--- config.mk ---
export PLATFORM = sky130hd
export DESIGN_NAME = sio_cfg_port
export DESIGN_NICKNAME = d
export VERILOG_FILES = /design/src/rtl/sio_cfg_pkg.sv /design/src/rtl/sio_cfg_unlock.sv /design/src/rtl/sio_cfg_regs.sv /design/src/rtl/sio_cfg_port.sv
export SDC_FILE = /design/constraint.sdc
export NUM_CORES = 1
export LEC_CHECK = 0
export BUFFER_PORTS_ARGS = -buffer_cell sky130_fd_sc_hd__buf_2
export CELL_PAD_IN_SITES_DETAIL_PLACEMENT = 1
export CELL_PAD_IN_SITES_GLOBAL_PLACEMENT = 1
export CORE_MARGIN = 10
export CORE_UTILIZATION = 35
export DETAILED_ROUTE_END_ITERATION = 8
export PLACE_DENSITY = 0.54
export SKIP_CTS_REPAIR_TIMING = 1
export SYNTH_ARGS = -nofsm -noshare
export SYNTH_HDL_FRONTEND = slang
export SYNTH_SLANG_ARGS = --single-unit
--- constraint.sdc ---
create_clock -name clk_i -period 2.5 [get_ports clk_i]
set_input_delay 0.25 -clock clk_i [delete_from_list [all_inputs] [get_ports clk_i]]
set_output_delay 0.25 -clock clk_i [all_outputs]
set_load 0.01 [all_outputs]
--- src/rtl/sio_cfg_pkg.sv ---
`timescale 1ns/1ps
package sio_cfg_pkg;
  localparam logic [7:0] SEAL_BYTE  = 8'hAA;
  localparam logic [7:0] IDX_DEVID  = 8'h20;
  localparam logic [7:0] IDX_DEVREV = 8'h21;
  localparam logic [7:0] IDX_LEGACY = 8'h09;
  localparam logic [7:0] HIDDEN_RD  = 8'hFF;

  typedef enum logic [1:0] {
    ST_HIDDEN = 2'd0,
    ST_ARMED  = 2'd1,
    ST_OPEN   = 2'd2
  } cfg_state_e;
endpackage

--- src/rtl/sio_cfg_unlock.sv ---
`timescale 1ns/1ps
module sio_cfg_unlock
  import sio_cfg_pkg::*;
#(
  parameter logic [7:0] KEY = 8'h87
) (
  input  logic       clk_i,
  input  logic       rst_ni,
  input  logic       idx_wr_i,
  input  logic [7:0] wdata_i,
  output logic       open_o,
  output logic       seal_o
);
  cfg_state_e state_q, state_d;

  always_comb begin
    state_d = state_q;
    if (idx_wr_i) begin
      unique case (state_q)
        ST_HIDDEN: state_d = (wdata_i == KEY) ? ST_ARMED : ST_HIDDEN;
        ST_ARMED:  state_d = (wdata_i == KEY) ? ST_OPEN  : ST_HIDDEN;
        ST_OPEN:   state_d = (wdata_i == SEAL_BYTE) ? ST_HIDDEN : ST_OPEN;
        default:   state_d = ST_HIDDEN;
      endcase
    end
  end

  always_ff @(posedge clk_i or negedge rst_ni) begin
    if (!rst_ni) state_q <= ST_HIDDEN;
    else         state_q <= state_d;
  end

  assign open_o = (state_q == ST_OPEN);
  assign seal_o = open_o && idx_wr_i && (wdata_i == SEAL_BYTE);
endmodule

--- src/rtl/sio_cfg_regs.sv ---
`timescale 1ns/1ps
module sio_cfg_regs
  import sio_cfg_pkg::*;
#(
  parameter logic [7:0] DEV_ID    = 8'hA3,
  parameter logic [7:0] DEV_REV   = 8'h14,
  parameter logic [7:0] LEGACY_ID = 8'h6C,
  parameter int unsigned SCR_BASE = 8'h30,
  parameter int unsigned SCR_N    = 16
) (
  input  logic       clk_i,
  input  logic       rst_ni,
  input  logic       open_i,
  input  logic       seal_i,
  input  logic       idx_wr_i,
  input  logic       dat_wr_i,
  input  logic [7:0] wdata_i,
  output logic [7:0] index_o,
  output logic [7:0] data_o
);
  localparam int unsigned SCR_W   = (SCR_N > 1) ? $clog2(SCR_N) : 1;
  localparam int unsigned SCR_END = SCR_BASE + SCR_N;

  logic [7:0]       index_q;
  logic [7:0]       scr_q [SCR_N];
  logic             scr_hit;
  logic [SCR_W-1:0] scr_off;
  logic [8:0]       idx_rel;

  // index register: loads only while open, cleared by seal
  always_ff @(posedge clk_i or negedge rst_ni) begin
    if (!rst_ni)                           index_q <= 8'h00;
    else if (seal_i)                       index_q <= 8'h00;
    else if (open_i && idx_wr_i)           index_q <= wdata_i;
  end

  assign idx_rel = {1'b0, index_q} - 9'(SCR_BASE);
  assign scr_hit = ({1'b0, index_q} >= 9'(SCR_BASE)) && ({1'b0, index_q} < 9'(SCR_END));
  assign scr_off = idx_rel[SCR_W-1:0];

  for (genvar g = 0; g < SCR_N; g++) begin : g_scr
    always_ff @(posedge clk_i or negedge rst_ni) begin
      if (!rst_ni)
        scr_q[g] <= 8'h00;
      else if (open_i && dat_wr_i && scr_hit && scr_off == SCR_W'(g))
        scr_q[g] <= wdata_i;
    end
  end

  always_comb begin
    unique case (index_q)
      IDX_DEVID:  data_o = DEV_ID;
      IDX_DEVREV: data_o = DEV_REV;
      IDX_LEGACY: data_o = LEGACY_ID;
      default:    data_o = scr_hit ? scr_q[scr_off] : 8'h00;
    endcase
  end

  assign index_o = index_q;
endmodule

--- src/rtl/sio_cfg_port.sv ---
`timescale 1ns/1ps
module sio_cfg_port
  import sio_cfg_pkg::*;
#(
  parameter logic [7:0] KEY       = 8'h87,
  parameter logic [7:0] DEV_ID    = 8'hA3,
  parameter logic [7:0] DEV_REV   = 8'h14,
  parameter logic [7:0] LEGACY_ID = 8'h6C,
  parameter int unsigned SCR_BASE = 8'h30,
  parameter int unsigned SCR_N    = 16
) (
  input  logic       clk_i,
  input  logic       rst_ni,
  input  logic       wr_i,
  input  logic       rd_i,
  input  logic       addr_i,
  input  logic [7:0] wdata_i,
  output logic [7:0] rdata_o,
  output logic       unlocked_o
);
  logic       idx_wr, dat_wr, open, seal;
  logic [7:0] index_val, data_val, port_val;

  assign idx_wr = wr_i && !addr_i;
  assign dat_wr = wr_i &&  addr_i;

  sio_cfg_unlock #(.KEY(KEY)) u_unlock (
    .clk_i    (clk_i),
    .rst_ni   (rst_ni),
    .idx_wr_i (idx_wr),
    .wdata_i  (wdata_i),
    .open_o   (open),
    .seal_o   (seal)
  );

  sio_cfg_regs #(
    .DEV_ID   (DEV_ID),
    .DEV_REV  (DEV_REV),
    .LEGACY_ID(LEGACY_ID),
    .SCR_BASE (SCR_BASE),
    .SCR_N    (SCR_N)
  ) u_regs (
    .clk_i    (clk_i),
    .rst_ni   (rst_ni),
    .open_i   (open),
    .seal_i   (seal),
    .idx_wr_i (idx_wr),
    .dat_wr_i (dat_wr),
    .wdata_i  (wdata_i),
    .index_o  (index_val),
    .data_o   (data_val)
  );

  always_comb begin
    if (!open)       port_val = HIDDEN_RD;
    else if (addr_i) port_val = data_val;
    else             port_val = index_val;
  end

  assign rdata_o    = rd_i ? port_val : 8'h00;
  assign unlocked_o = open;
endmodule

==> impl_metrics.yaml <==
status:
  outcome: "finished with violations"
  violations: "setup timing"
sta:
  tns_ns: -0.661
  max_slew.worst_pin.slew_ns: 0.623
  fin_crit_sh_pct: 106
  fin_crit_ns: 2.64
  rsz0062_at_grt: "yes"
  finalSetupViolCount: 6
  slew_headroom_pct: 57.9
  max_freq_mhz: 379
  hold_viol: 0
  slew_viol_final: 0
  setup_slack_ns: -0.138
  clock-skew-final_ns: 0.00867
  timing.hold.ws_ns: 0.343
clock_network:
  ctsRootBufferMaster: "clkbuf_16"
  cts_tree: "done"
  clk_pin_slew_ns: 0.06
  cts_max_level: 4
  cts.sinks: 138
  insertion_delay_ns: 0.42
  cts_buffer_depth: 2
  cts_buffers: 17
power:
  p_leak_uw: 0.00383
  seqPwrFrac_pct: 44.7
  irDropWorstVdd_uv: 446
  net-switching-power_uw: 1120
  combPwrFrac_pct: 3.0
  switching_share_pct: 22.5
  clkPwrFrac_pct: 52.3
  power.internal_uw: 3880
  powerDensity_mw_per_mm2: 609
final_layout:
  nets: 543
  mostFrequentLayoutCell: "dfrtp_1"
  drive_gt1_share_pct: 57.5
  syn_to_final_growth_pct: 23.1
  fillers: 1853
  fin_cells: 777
  final_cell_mix: "136 x dfrtp_1, 133 x mux2_2, 52 x buf_4"
  finalInstanceArea_mm2: 0.00821
  n_antenna_cell: 0
synth:
  syn_area_mm2: 0.00667
  yosysSeqAreaShare_pct: 51.8
  synth.distinct_cells: 38
  netlist_top_cells_area: "dfrtp_1 52%, mux2_2 22%, mux4_2 8.8%"
  ys_ff_latch: 138
  synthCells: 458
  postSynthAreaPerCell_um2: 14.6
  netlist.area_leader.share_pct: 51.8
  syn_nets: 471
  yosysTopAreaCell: "dfrtp_1"
  yosysWarnings: 0
detailed_routing:
  drc: 0
  first_pass_iters: 4
  postRouteAntennaNets: 0
  route.detailed.wl_per_inst_um: 23.1
  via_count: 4193
  avgViaCountPerCell: 5.40
  drt-total-wl_um: 18000
  dr.first_iter.drc_count: 185
setup_path:
  required_ns: 2.25
  worstSetupPathType: "reg -> out"
  endpoint_kind: "output pin"
  r2r-end: "u_regs.scr_q[62]$_DFFE_PN0P_"
  critical_path.max_fanout: 8
  timing.rr.start: "u_regs.index_o[3]$_DFFE_PN0P_"
  ff2ff_setup_slack_ns: 0.12
  worst-endpoint-arrival_ns: 2.39
  critPathLaunchType: "register"
  ff2ff_path_depth: 7
die:
  core-area_mm2: 0.0187
  fp.dieArea_mm2: 0.0250
  start_util_pct: 35.7
  io_pins: 22
  dieWidth_um: 158
  row_count: 50
  die_y_um: 158
placement:
  dp.cells: 728
  port_buffers: 21
  placed_cell_area_mm2: 0.00730
  routabilityCongestion: 0.728
  place_hpwl_um: 12200
  place_ws_ns: 0.157
global_routing:
  grt-ovfl-total: 0
  grt_pass1_vias: 4648
  track_usage_pct: 14.9
  grt_pass1_wl_um: 27800
  grt_start_max_net_pins: 62
  antenna_found_initial: 0
hold_path:
  worstHoldStart: "wr_i"
  min_path_type: "in -> reg"
  worstHoldEndpoint: "u_unlock.state_q[1]$_DFFE_PN0P_"
  min_path_cells: 3
run:
  drv_cap: 0
==> power by group through the flow <==
stage | clock network (uW) | logic (uW) | registers (uW)
after floorplan | 0 | 44.1 | 2280
after global routing | 2790 | 171 | 2230
after CTS | 2690 | 151 | 2230
after global placement | 0 | 146 | 2280
final | 2610 | 152 | 2230
after detailed placement | 0 | 150 | 2280
==> Yosys cell counts (all sizes together) <==
library cell and instances:
a211o 1, a21boi 2, a221o 6, a22o 4
a22oi 15, a31oi 5, a41oi 3, and2 2
and2b 1, and3 3, and3b 2, and4bb 1
buf 18, clkbuf 15, dfrtp 138, mux2 133
mux2i 12, mux4 26, nand2 10, nand2b 4
nand3 4, nand3b 1, nand4 8, nor2 17
nor2b 12, nor3 7, nor3b 2, nor4bb 1
o21ai 4, xnor2 1
==> cell families (layout without fill, tap and decap cells) <==
group | after synthesis | after routing | share of synthesized area, %
AOI/OAI and AO/OA | 40 | 40 | 4.63
buffers and inverters | 33 | 118 | 2.48
xor gates and xnor gates | 1 | 1 | 0.131
DFF | 138 | 138 | 51.8
muxes | 171 | 171 | 33.0
and+or+nand+nor | 75 | 75 | 7.94
==> per-layer routing <==
layer | vias to the layer above | GRT usage (%) | routed length, um | part of all wire, %
li1 | 1880 | - | - | -
met1 | 2240 | 19.6 | 8320 | 46
met2 | 59 | 23.9 | 8810 | 49
met3 | 14 | 2.96 | 639 | 3.6
met4 | 0 | 5.16 | 201 | 1.1
met5 | - | 0 | 0 | 0
==> area by class of cell <==
| type | instances | area [um^2] | area share, % |
|---|---|---|---|
| Timing Repair Buffer | 86 | 731 | 8.90 |
| Sequential cell | 138 | 3460 | 42.1 |
| Clock inverter | 13 | 169 | 2.06 |
| Tap cell | 234 | 293 | 3.57 |
| Clock buffer | 19 | 443 | 5.40 |
| Multi-Input combinational cell | 287 | 3120 | 38.0 |
==> worst max-delay path by stage <==
stage	slack (ns)	end	cells past startpoint	start
after floorplan	0.47	rdata_o[5]	8	u_regs.index_o[0]$_DFFE_PN0P_
after global placement	0.16	rdata_o[3]	6	u_regs.index_o[0]$_DFFE_PN0P_
after detailed placement	0.16	rdata_o[3]	6	u_regs.index_o[0]$_DFFE_PN0P_
after CTS	-0.31	rdata_o[3]	6	u_regs.index_o[0]$_DFFE_PN0P_
after global routing	-0.22	rdata_o[3]	7	u_regs.index_o[0]$_DFFE_PN0P_
final	-0.14	rdata_o[1]	7	u_regs.index_o[0]$_DFFE_PN0P_
==> metrics by stage <==
| stage | utilization, % | power, uW |
|---|---|---|
| after floorplan | - | 2320 |
| after global placement | 39.0 | 2420 |
| after detailed placement | 39.0 | 2430 |
| after CTS | 42.3 | 5070 |
| after global routing | 43.9 | 5190 |
| final | 43.9 | 5000 |
==> registers in the layout (all words and copies together) (netlist names) <==
signal,flops
u_regs.scr_q,128
u_regs.index_o,8
u_unlock.state_q,2
==> critical path, stage by stage, from the launching register on <==
cell       delay [ns]
dfrtp_2          0.42
buf_4            0.15
clkbuf_16        0.16
mux4_2           0.51
a22oi_2          0.17
nand2_1          0.08
a221o_1          0.33
buf_2            0.15
Power figures use the tool's default switching activity.
